[src/rtl/ack_frame_pkg.sv]
package ack_frame_pkg;

    typedef enum logic [4:0] {
        ST_IDLE     = 5'd0,
        ST_PREAMBLE = 5'd1,
        ST_SFD      = 5'd2,
        ST_PHR_LEN  = 5'd3,
        ST_FC_LO    = 5'd4,
        ST_FC_HI    = 5'd5,
        ST_SEQ      = 5'd6,
        ST_FCS_LO   = 5'd7,
        ST_FCS_HI   = 5'd8
    } afa_state_e;

    localparam logic [2:0] FTYPE_ACK   = 3'b010;
    localparam int         FPEND_BIT   = 4;
    localparam int         FC_OCTETS   = 2;
    localparam int         SEQ_OCTETS  = 1;
    localparam int         FCS_OCTETS  = 2;

endpackage

[src/rtl/ack_fcs16.sv]
module ack_fcs16 #(
    parameter int          WIDTH = 16,
    parameter logic [15:0] POLY  = 16'h8005,
    parameter logic [15:0] INIT  = 16'h0000
) (
    input  logic             clk,
    input  logic             rst_n,
    input  logic             clear_i,
    input  logic             en_i,
    input  logic [7:0]       data_i,
    output logic [WIDTH-1:0] crc_o
);

    logic [WIDTH-1:0] crc_q;
    logic [WIDTH-1:0] crc_next;

    // Fold one octet in, most significant bit first.
    always_comb begin
        logic fb;
        crc_next = crc_q;
        for (int i = 7; i >= 0; i--) begin
            fb       = crc_next[WIDTH-1] ^ data_i[i];
            crc_next = {crc_next[WIDTH-2:0], 1'b0};
            if (fb) begin
                crc_next = crc_next ^ POLY[WIDTH-1:0];
            end
        end
    end

    always_ff @(posedge clk or negedge rst_n) begin
        if (!rst_n) begin
            crc_q <= INIT[WIDTH-1:0];
        end else if (clear_i) begin
            crc_q <= INIT[WIDTH-1:0];
        end else if (en_i) begin
            crc_q <= crc_next;
        end
    end

    assign crc_o = crc_q;

endmodule

[src/rtl/ack_frame_ctrl.sv]
module ack_frame_ctrl
    import ack_frame_pkg::*;
#(
    parameter int PREAMBLE_LEN = 4
) (
    input  logic       clk,
    input  logic       rst_n,
    input  logic       start_i,
    input  logic       accept_i,
    output afa_state_e state_o
);

    localparam int PCW = (PREAMBLE_LEN < 2) ? 1 : $clog2(PREAMBLE_LEN);

    afa_state_e     state_q;
    afa_state_e     state_d;
    logic [PCW-1:0] pre_cnt_q;
    logic           pre_done;

    assign pre_done = (pre_cnt_q == PCW'(PREAMBLE_LEN - 1));

    // State register
    always_ff @(posedge clk or negedge rst_n) begin
        if (!rst_n) begin
            state_q <= ST_IDLE;
        end else begin
            state_q <= state_d;
        end
    end

    // Preamble octet counter
    always_ff @(posedge clk or negedge rst_n) begin
        if (!rst_n) begin
            pre_cnt_q <= '0;
        end else if (state_q != ST_PREAMBLE) begin
            pre_cnt_q <= '0;
        end else if (accept_i) begin
            pre_cnt_q <= pre_cnt_q + 1'b1;
        end
    end

    // Next-state logic
    always_comb begin
        state_d = state_q;
        unique case (state_q)
            ST_IDLE:     if (start_i)              state_d = ST_PREAMBLE;
            ST_PREAMBLE: if (accept_i && pre_done) state_d = ST_SFD;
            ST_SFD:      if (accept_i)             state_d = ST_PHR_LEN;
            ST_PHR_LEN:  if (accept_i)             state_d = ST_FC_LO;
            ST_FC_LO:    if (accept_i)             state_d = ST_FC_HI;
            ST_FC_HI:    if (accept_i)             state_d = ST_SEQ;
            ST_SEQ:      if (accept_i)             state_d = ST_FCS_LO;
            ST_FCS_LO:   if (accept_i)             state_d = ST_FCS_HI;
            ST_FCS_HI:   if (accept_i)             state_d = ST_IDLE;
            default:                               state_d = ST_IDLE;
        endcase
    end

    assign state_o = state_q;

    assert_idle_start_R2: assert property (@(posedge clk) disable iff (!rst_n)
        (state_q == ST_IDLE && start_i) |=> (state_q == ST_PREAMBLE));

    assert_stall_holds_R6: assert property (@(posedge clk) disable iff (!rst_n)
        (state_q != ST_IDLE && !accept_i) |=> (state_q == $past(state_q)));

    assert_start_ignored_R8: assert property (@(posedge clk) disable iff (!rst_n)
        (state_q != ST_IDLE && state_q != ST_FCS_HI && start_i) |=> (state_q != ST_IDLE));

endmodule

[src/rtl/ack_frame_assembler.sv]
module ack_frame_assembler
    import ack_frame_pkg::*;
#(
    parameter int         PREAMBLE_LEN = 4,
    parameter logic [7:0] SFD_OCTET    = 8'hA7
) (
    input  logic       clk,
    input  logic       rst_n,
    input  logic       start_i,
    input  logic [7:0] seq_num_i,
    input  logic       frame_pend_i,
    input  logic       out_ready_i,
    output logic       out_valid_o,
    output logic [7:0] out_data_o,
    output logic       out_last_o,
    output logic       busy_o
);

    localparam int         MAC_LEN   = FC_OCTETS + SEQ_OCTETS + FCS_OCTETS;
    localparam logic [7:0] LEN_OCTET = 8'(MAC_LEN);

    afa_state_e  state;
    logic        accept;
    logic        take_start;
    logic [7:0]  seq_q;
    logic        pend_q;
    logic        crc_en;
    logic [15:0] fcs;
    logic [7:0]  fc_lo;

    assign take_start = (state == ST_IDLE) && start_i;
    assign accept     = out_valid_o && out_ready_i;

    // Capture frame fields on an accepted start
    always_ff @(posedge clk or negedge rst_n) begin
        if (!rst_n) begin
            seq_q  <= '0;
            pend_q <= 1'b0;
        end else if (take_start) begin
            seq_q  <= seq_num_i;
            pend_q <= frame_pend_i;
        end
    end

    ack_frame_ctrl #(
        .PREAMBLE_LEN (PREAMBLE_LEN)
    ) i_ctrl (
        .clk      (clk),
        .rst_n    (rst_n),
        .start_i  (start_i),
        .accept_i (accept),
        .state_o  (state)
    );

    assign crc_en = accept && (state == ST_FC_LO || state == ST_FC_HI || state == ST_SEQ);

    ack_fcs16 #(
        .WIDTH (16),
        .POLY  (16'h8005),
        .INIT  (16'h0000)
    ) i_fcs (
        .clk     (clk),
        .rst_n   (rst_n),
        .clear_i (state == ST_IDLE),
        .en_i    (crc_en),
        .data_i  (out_data_o),
        .crc_o   (fcs)
    );

    always_comb begin
        fc_lo            = '0;
        fc_lo[2:0]       = FTYPE_ACK;
        fc_lo[FPEND_BIT] = pend_q;
    end

    // Output decode
    always_comb begin
        out_valid_o = 1'b1;
        out_last_o  = 1'b0;
        out_data_o  = 8'h00;
        unique case (state)
            ST_IDLE:     out_valid_o = 1'b0;
            ST_PREAMBLE: out_data_o  = 8'h00;
            ST_SFD:      out_data_o  = SFD_OCTET;
            ST_PHR_LEN:  out_data_o  = LEN_OCTET;
            ST_FC_LO:    out_data_o  = fc_lo;
            ST_FC_HI:    out_data_o  = 8'h00;
            ST_SEQ:      out_data_o  = seq_q;
            ST_FCS_LO:   out_data_o  = fcs[7:0];
            ST_FCS_HI: begin
                out_data_o = fcs[15:8];
                out_last_o = 1'b1;
            end
            default:     out_valid_o = 1'b0;
        endcase
    end

    assign busy_o = (state != ST_IDLE);

    assert_data_stable_R6: assert property (@(posedge clk) disable iff (!rst_n)
        (out_valid_o && !out_ready_i) |=> (out_valid_o && $stable(out_data_o)));

    assert_last_exit_R9: assert property (@(posedge clk) disable iff (!rst_n)
        (out_last_o && out_ready_i) |=> !busy_o);

    assert_late_start_R10: assert property (@(posedge clk) disable iff (!rst_n)
        (out_last_o && out_ready_i && start_i) |=> !out_valid_o);

    assert_fcs_hold_R5: assert property (@(posedge clk) disable iff (!rst_n)
        (state == ST_FCS_LO || state == ST_FCS_HI) |=> (!busy_o || $stable(fcs)));

endmodule

[config.mk]
export PLATFORM = sky130hd
export DESIGN_NAME = ack_frame_assembler
export DESIGN_NICKNAME = d
export VERILOG_FILES = /design/src/rtl/ack_frame_pkg.sv /design/src/rtl/ack_fcs16.sv /design/src/rtl/ack_frame_ctrl.sv /design/src/rtl/ack_frame_assembler.sv
export SDC_FILE = /design/constraint.sdc
export NUM_CORES = 1
export LEC_CHECK = 0
export ABC_CLOCK_PERIOD_IN_PS = 7800
export BUFFER_PORTS_ARGS = -buffer_cell sky130_fd_sc_hd__buf_2
export CAP_MARGIN = 20
export CORE_MARGIN = 4
export CORE_UTILIZATION = 64
export DETAILED_ROUTE_END_ITERATION = 8
export PLACE_DENSITY = 0.82
export SYNTH_ARGS = -nofsm -noshare
export SYNTH_HDL_FRONTEND = slang
export SYNTH_SLANG_ARGS = --single-unit
[constraint.sdc]
create_clock -name clk -period 7.8 [get_ports clk]
set_clock_uncertainty 0.15 [all_clocks]
set_input_delay 0.39 -clock clk [delete_from_list [all_inputs] [get_ports clk]]
set_output_delay 0.39 -clock clk [all_outputs]
set_load 0.005 [all_outputs]
Yosys cells after proc, flatten, opt, wreduce, memory -nomap -nowiden

Cells that the tools add are included.

Register bits after elaboration: 32
Input bits: 13
Output and inout port bits: 11
Logic and storage cells: 78

Eq/ne operators: 19
Bitwise operators: 16
Add/sub/neg operators: 1
Mux-type cells: 25
Reductions and logical operators: 12

Operators with widths:

| operator              | number |
|---|---|
| $mux W16              | 10 |
| $pmux W8 S6           | 1 |
| $mux W5               | 9 |
| $pmux W5 S9           | 1 |
| $not A3 Y3            | 8 |
| $eq A5 B3 Y1 const B  | 4 |
| $ne A2 B2 Y1 const B  | 8 |
| $eq A5 B2 Y1 const B  | 2 |
| $reduce_and A9 Y1     | 1 |
| $reduce_or A8 Y1      | 1 |
| $xor A1 B1 Y1         | 8 |
| $eq A5 B1 Y1 const B  | 1 |
| $eq A5 B4 Y1 const B  | 1 |
| $logic_not A5 Y1      | 1 |
| $ne A5 B1 Y1 const B  | 1 |
| $reduce_bool A5 Y1    | 1 |
| $logic_and A1 B1 Y1   | 4 |
| $mux W2               | 2 |
| $reduce_bool A2 Y1    | 2 |
| $add A2 B1 Y2 const B | 1 |
| $eq A2 B2 Y1 const B  | 1 |
| $logic_or A1 B1 Y1    | 2 |
| $mux W1               | 2 |
| $ne A2 B1 Y1 const B  | 1 |

Depth between registers and ports, before layout

Word-level depth: 20
Mapped depth: 12
Gate-level depth less buffers: 9

Modules after synthesis

A second synthesis with hierarchy kept.

Cell total of the unflattened synthesis: 173
Area, all modules: 1,835.5 µm²

Modules (own cells, without submodules):

| module              | times used | area an instance (µm²) | seq. area each (µm²) | cells an instance |
|---|---|---|---|---|
| ack_fcs16           | 1          | 842.1                  | 400.4                | 75 |
| ack_frame_assembler | 1          | 675.6                  | 225.2                | 65 |
| ack_frame_ctrl      | 1          | 317.8                  | 150.1                | 33 |

Least setup slack after synthesis

Ideal clock, no wire load.

Path kind: reg-to-reg
From: reg i_ctrl.state_q[1], in the netlist i_ctrl.state_o[1]
To: reg i_fcs.crc_q[15], in the netlist i_fcs.crc_o[15]
Stages on the path, launching flop included: 10
Setup time: 0.142 ns
Arrival: 2.273 ns
Data required time: 7.508 ns
Path slack: 5.235 ns
Cell sequence: dfrtp_1 mux2_4 o211a_4 nor3_2 a31oi_1 and2_1 buf_6 and3_1 a2111oi_1 nand3_1

Cells in the longest elaborated chain, start to end: 20

Ends and longest elaborated chain:

| item                                       | line                      | text |
|---|---|---|
| start, declared                            | ack_frame_ctrl.sv:15      | `afa_state_e state_q;` |
| start signal, assigned                     | ack_frame_ctrl.sv:27      | `state_q <= state_d;` |
| $eq A5 B4 Y1, or another cell as far along | ack_frame_assembler.sv:81 | `unique case (state)` |
| $pmux W8 S6                                | ack_frame_assembler.sv:81 |  |
| $xor A1 B1 Y1                              | ack_fcs16.sv:22           | `fb = crc_next[WIDTH-1] ^ data_i[i];` |
| $mux W16                                   | ack_fcs16.sv:24           | `if (fb) begin` |
| $xor A1 B1 Y1                              | ack_fcs16.sv:22           |  |
| $mux W16                                   | ack_fcs16.sv:24           |  |
| $xor A1 B1 Y1                              | ack_fcs16.sv:22           |  |
| $mux W16                                   | ack_fcs16.sv:24           |  |
| [... 4 more ...]                           | -                         |  |
| $xor A1 B1 Y1                              | ack_fcs16.sv:22           |  |
| $mux W16                                   | ack_fcs16.sv:24           |  |
| $xor A1 B1 Y1                              | ack_fcs16.sv:22           |  |
| $mux W16                                   | ack_fcs16.sv:24           |  |
| $xor A1 B1 Y1                              | ack_fcs16.sv:22           |  |
| $mux W16                                   | ack_fcs16.sv:24           |  |
| $mux W16                                   | ack_fcs16.sv:35           | `end else if (en_i) begin` |
| $mux W16                                   | ack_fcs16.sv:33           | `end else if (clear_i) begin` |
| end signal, assigned                       | ack_fcs16.sv:32           | `crc_q <= INIT[WIDTH-1:0];` |
| end signal, assigned                       | ack_fcs16.sv:34           | `crc_q <= INIT[WIDTH-1:0];` |
| end signal, assigned                       | ack_fcs16.sv:36           | `crc_q <= crc_next;` |
| end, declared                              | ack_fcs16.sv:14           | `logic [WIDTH-1:0] crc_q;` |

Several ways; a longest one is shown, not always the timed one. The select of a mux whose other input is x is not followed.
A chain may end at the register's enable or synchronous reset.

Worst setup path in the final report

From: reg i_ctrl.state_q[0], in the netlist i_ctrl.state_o[0]
To: reg i_fcs.crc_q[15], in the netlist i_fcs.crc_o[15]

The elaborated chain is that of the path after synthesis.

==> flow_metrics.py <==
metrics = {
    "status": {
        "status": "finished with violations",
        "violations": "hold timing",
    },
    "setup_path": {
        "required_ps": 7800,
        "cp_max_fo": 29,
        "cp_top_family": "flip-flops",
        "path_class": "reg -> reg",
        "crit_chain": "or4b_1 -> clkinv_4 -> nor3_1 -> a21oi_1 -> mux2i_2 -> o21a_2 -> nor2_1 -> a2111oi_1 -> nand3_1",
        "timing.rr.start": "i_ctrl.state_o[0]$_DFFE_PN0P_",
        "rr_worst_depth": 9,
        "worst-r2r-setup-slack_ps": 4410,
        "crit_path_end": "i_fcs.crc_o[15]$_DFFE_PN0P_",
        "cp-start-kind": "register",
        "crit_buf_inv": 1,
        "cp.depth": 9,
        "endpoint_kind": "register",
        "arrival_ps": 3390,
        "r2r_end": "i_fcs.crc_o[15]$_DFFE_PN0P_",
        "cp_slowest_cell": "dfrtp_1",
        "slowest_delay_ps": 950,
        "cp-startpoint": "i_ctrl.state_o[0]$_DFFE_PN0P_",
    },
    "global_route": {
        "grt_first_pass_wirelength_mm": 9.04,
        "first_global_vias": 1843,
        "grt_overflow": 0,
        "grt_max_degree": 32,
        "antenna_found_initial": 0,
        "groute.usage.overall": 0.233,
    },
    "sta": {
        "fin_hold_ws_ps": -5.15,
        "rsz0062_at_grt": "false",
        "setup_viol": 0,
        "fmax_mhz": 295,
        "worstMarginPinSlew_ps": 924,
        "max-slew-margin-rel": 0.384,
        "min_period_ps": 3390,
        "hold_viol": 11,
        "fin_crit_sh": 0.435,
        "fin_setup_tns_ps": 0,
        "drv_slew": 0,
    },
    "min_path": {
        "min_path_type": "in -> async",
    },
    "clocking": {
        "clk_pin_slew_ps": 70,
        "root_buffer": "clkbuf_8",
        "clock-sinks": 31,
        "cts_buffers": 5,
        "cts_max_level": 2,
        "cts_setup_buffers": 0,
        "cts_max_path_buffers": 2,
        "postCtsHoldBufs": 0,
        "clkLatencyLatePin_ps": 280,
        "tritoncts": "done",
        "cts_resized": 0,
    },
    "flow_run": {
        "max_cap_violations": 0,
    },
    "logic_synthesis": {
        "synth_top_area_share": 0.325,
        "yosys.cell_types.count": 69,
        "synthArstFlopShare": 1.00,
        "synth_area_um2": 2380,
        "synth_edf_count": 0,
        "syn_nets": 265,
        "synth_flop_cell": "dfrtp_1",
        "yosys-top-cells-area": "dfrtp_1 33%, mux2_2 5.2%, a22o_1 5.1%",
        "ys_warn_count": 0,
        "seq_area_frac_synth": 0.325,
        "syn_avg_cell_area_um2": 9.50,
        "synth.largest_area_cell": "dfrtp_1",
        "syn_inst": 251,
        "yosys_register_bits": 31,
    },
    "drt": {
        "wl_per_cell_um": 17.5,
        "avgViaCountPerCell": 6.39,
        "vias": 2008,
        "drt_wl_total_mm": 5.51,
        "dr_wl_met2_mm": 2.57,
        "first_iter_violations": 163,
        "dr.pass1.iters": 4,
        "dr.max_layer_used": "met4",
        "met1Wirelength_mm": 2.51,
        "ant_nets": 0,
        "wl_met3_um": 384,
        "drc": 0,
    },
    "floorplanning": {
        "rows": 21,
        "coreArea_um2": 3470,
        "io-pin-count": 24,
        "die_w_um": 69.0,
        "die_h_um": 69.0,
        "dieArea_um2": 4760,
        "start_util": 0.687,
    },
    "final_layout": {
        "syn2layout_area_growth_pct": 6.46,
        "drive_gt1_frac": 0.216,
        "antennaDiodeCount": 0,
        "design_area_um2": 2540,
        "final_common_cell": "dfrtp_1",
        "final_core_util": 0.732,
        "layout.cells.non_filler": 314,
        "nNetsFinal": 281,
        "most-common-layout-cells": "31 x dfrtp_1, 29 x nand2_1, 23 x buf_2",
    },
    "placed_design": {
        "place.gp.congestion": 0.875,
        "dpl.cell_count": 305,
        "place_area_um2": 2450,
        "hpwl_mm": 4.00,
        "io_buffers": 23,
    },
    "pwr": {
        "p_total_w": 0.00138,
        "ir_drop_mv": 0.390,
        "leakagePower_nw": 1.17,
        "power_density_nw_per_um2": 544,
    },
}
[kinds of logic (layout without fill, tap and decap cells)]
logic type | after synthesis | count (layout) | share of synthesized area
AND/OR/NAND/NOR | 102 | 102 | 0.235
AO/OA/AOI/OAI | 62 | 62 | 0.230
flip-flops | 31 | 31 | 0.325
buffers and inverters | 22 | 39 | 0.0583
multiplexers | 19 | 19 | 0.0892
XOR/XNOR | 14 | 14 | 0.0572
adder cells (fa/ha/maj) | 1 | 1 | 0.00525
[report_power, final]
part | internal, W | switching [W]
Combinational | 0.000432 | 0.000470
Clock | 0.0000626 | 0.0000608
Sequential | 0.000233 | 0.000123
Total | 0.000727 | 0.000654
[stage by stage]
| step | hold WS [ps] | setup slack (ps) |
|---|---|---|
| after global routing | 43.1 | 4230 |
| after CTS | 18.4 | 4480 |
| after floorplan | -55.6 | 5240 |
| after global placement | 322 | 4590 |
| final | -5.15 | 4410 |
| after detailed placement | 321 | 4470 |
[registers in the layout, indices dropped and copies added (netlist names)]
register and cells:
i_fcs.crc_o 16, seq_q 8, i_ctrl.state_o 4, i_ctrl.pre_cnt_q 2
pend_q 1
[how the worst min path moves through the flow]
stage               startpoint                               to  slack [ps]  cells after the start
global route             rst_n    i_ctrl.state_o[3]$_DFFE_PN0P_          40                      1
floorplan                rst_n  i_ctrl.pre_cnt_q[0]$_DFFE_PN0P_         -60                      0
finish                   rst_n    i_ctrl.state_o[2]$_DFFE_PN0P_          -5                      1
global placement         rst_n    i_ctrl.state_o[2]$_DFFE_PN0P_         320                      1
CTS                      rst_n    i_ctrl.state_o[2]$_DFFE_PN0P_          20                      1
detailed placement       rst_n      i_fcs.crc_o[12]$_DFFE_PN0P_         320                      1
[routing by layer]
layer / global-route usage / vias to the layer above
met1: 0.332 / 973
met5: 0 / -
met2: 0.359 / 65
met3: 0.0436 / 5
met4: 0.0738 / 0
li1: - / 965
[synthesized netlist by cell type (5+ instances only)]
library cell and n:
a21oi_1 6, a22o_1 14, buf_6 5, clkbuf_1 5
dfrtp_1 31, inv_1 5, mux2_2 11, mux2i_1 6
nand2_1 29, nand2b_1 5, nand3_1 10, nor2_1 19
nor2b_1 7, nor3_1 5, o21ai_0 7, xnor2_1 7
xor2_1 6
[layout make-up]
class | count | area, um^2
Inverter | 7 | 31.3
Tap cell | 46 | 57.6
Sequential cell | 31 | 776
Multi-Input combinational cell | 198 | 1470
Fill cell | 291 | 931
Clock buffer | 7 | 76.3
Clock inverter | 1 | 5.00
Timing Repair Buffer | 24 | 123
Power figures use the tool's default switching activity.
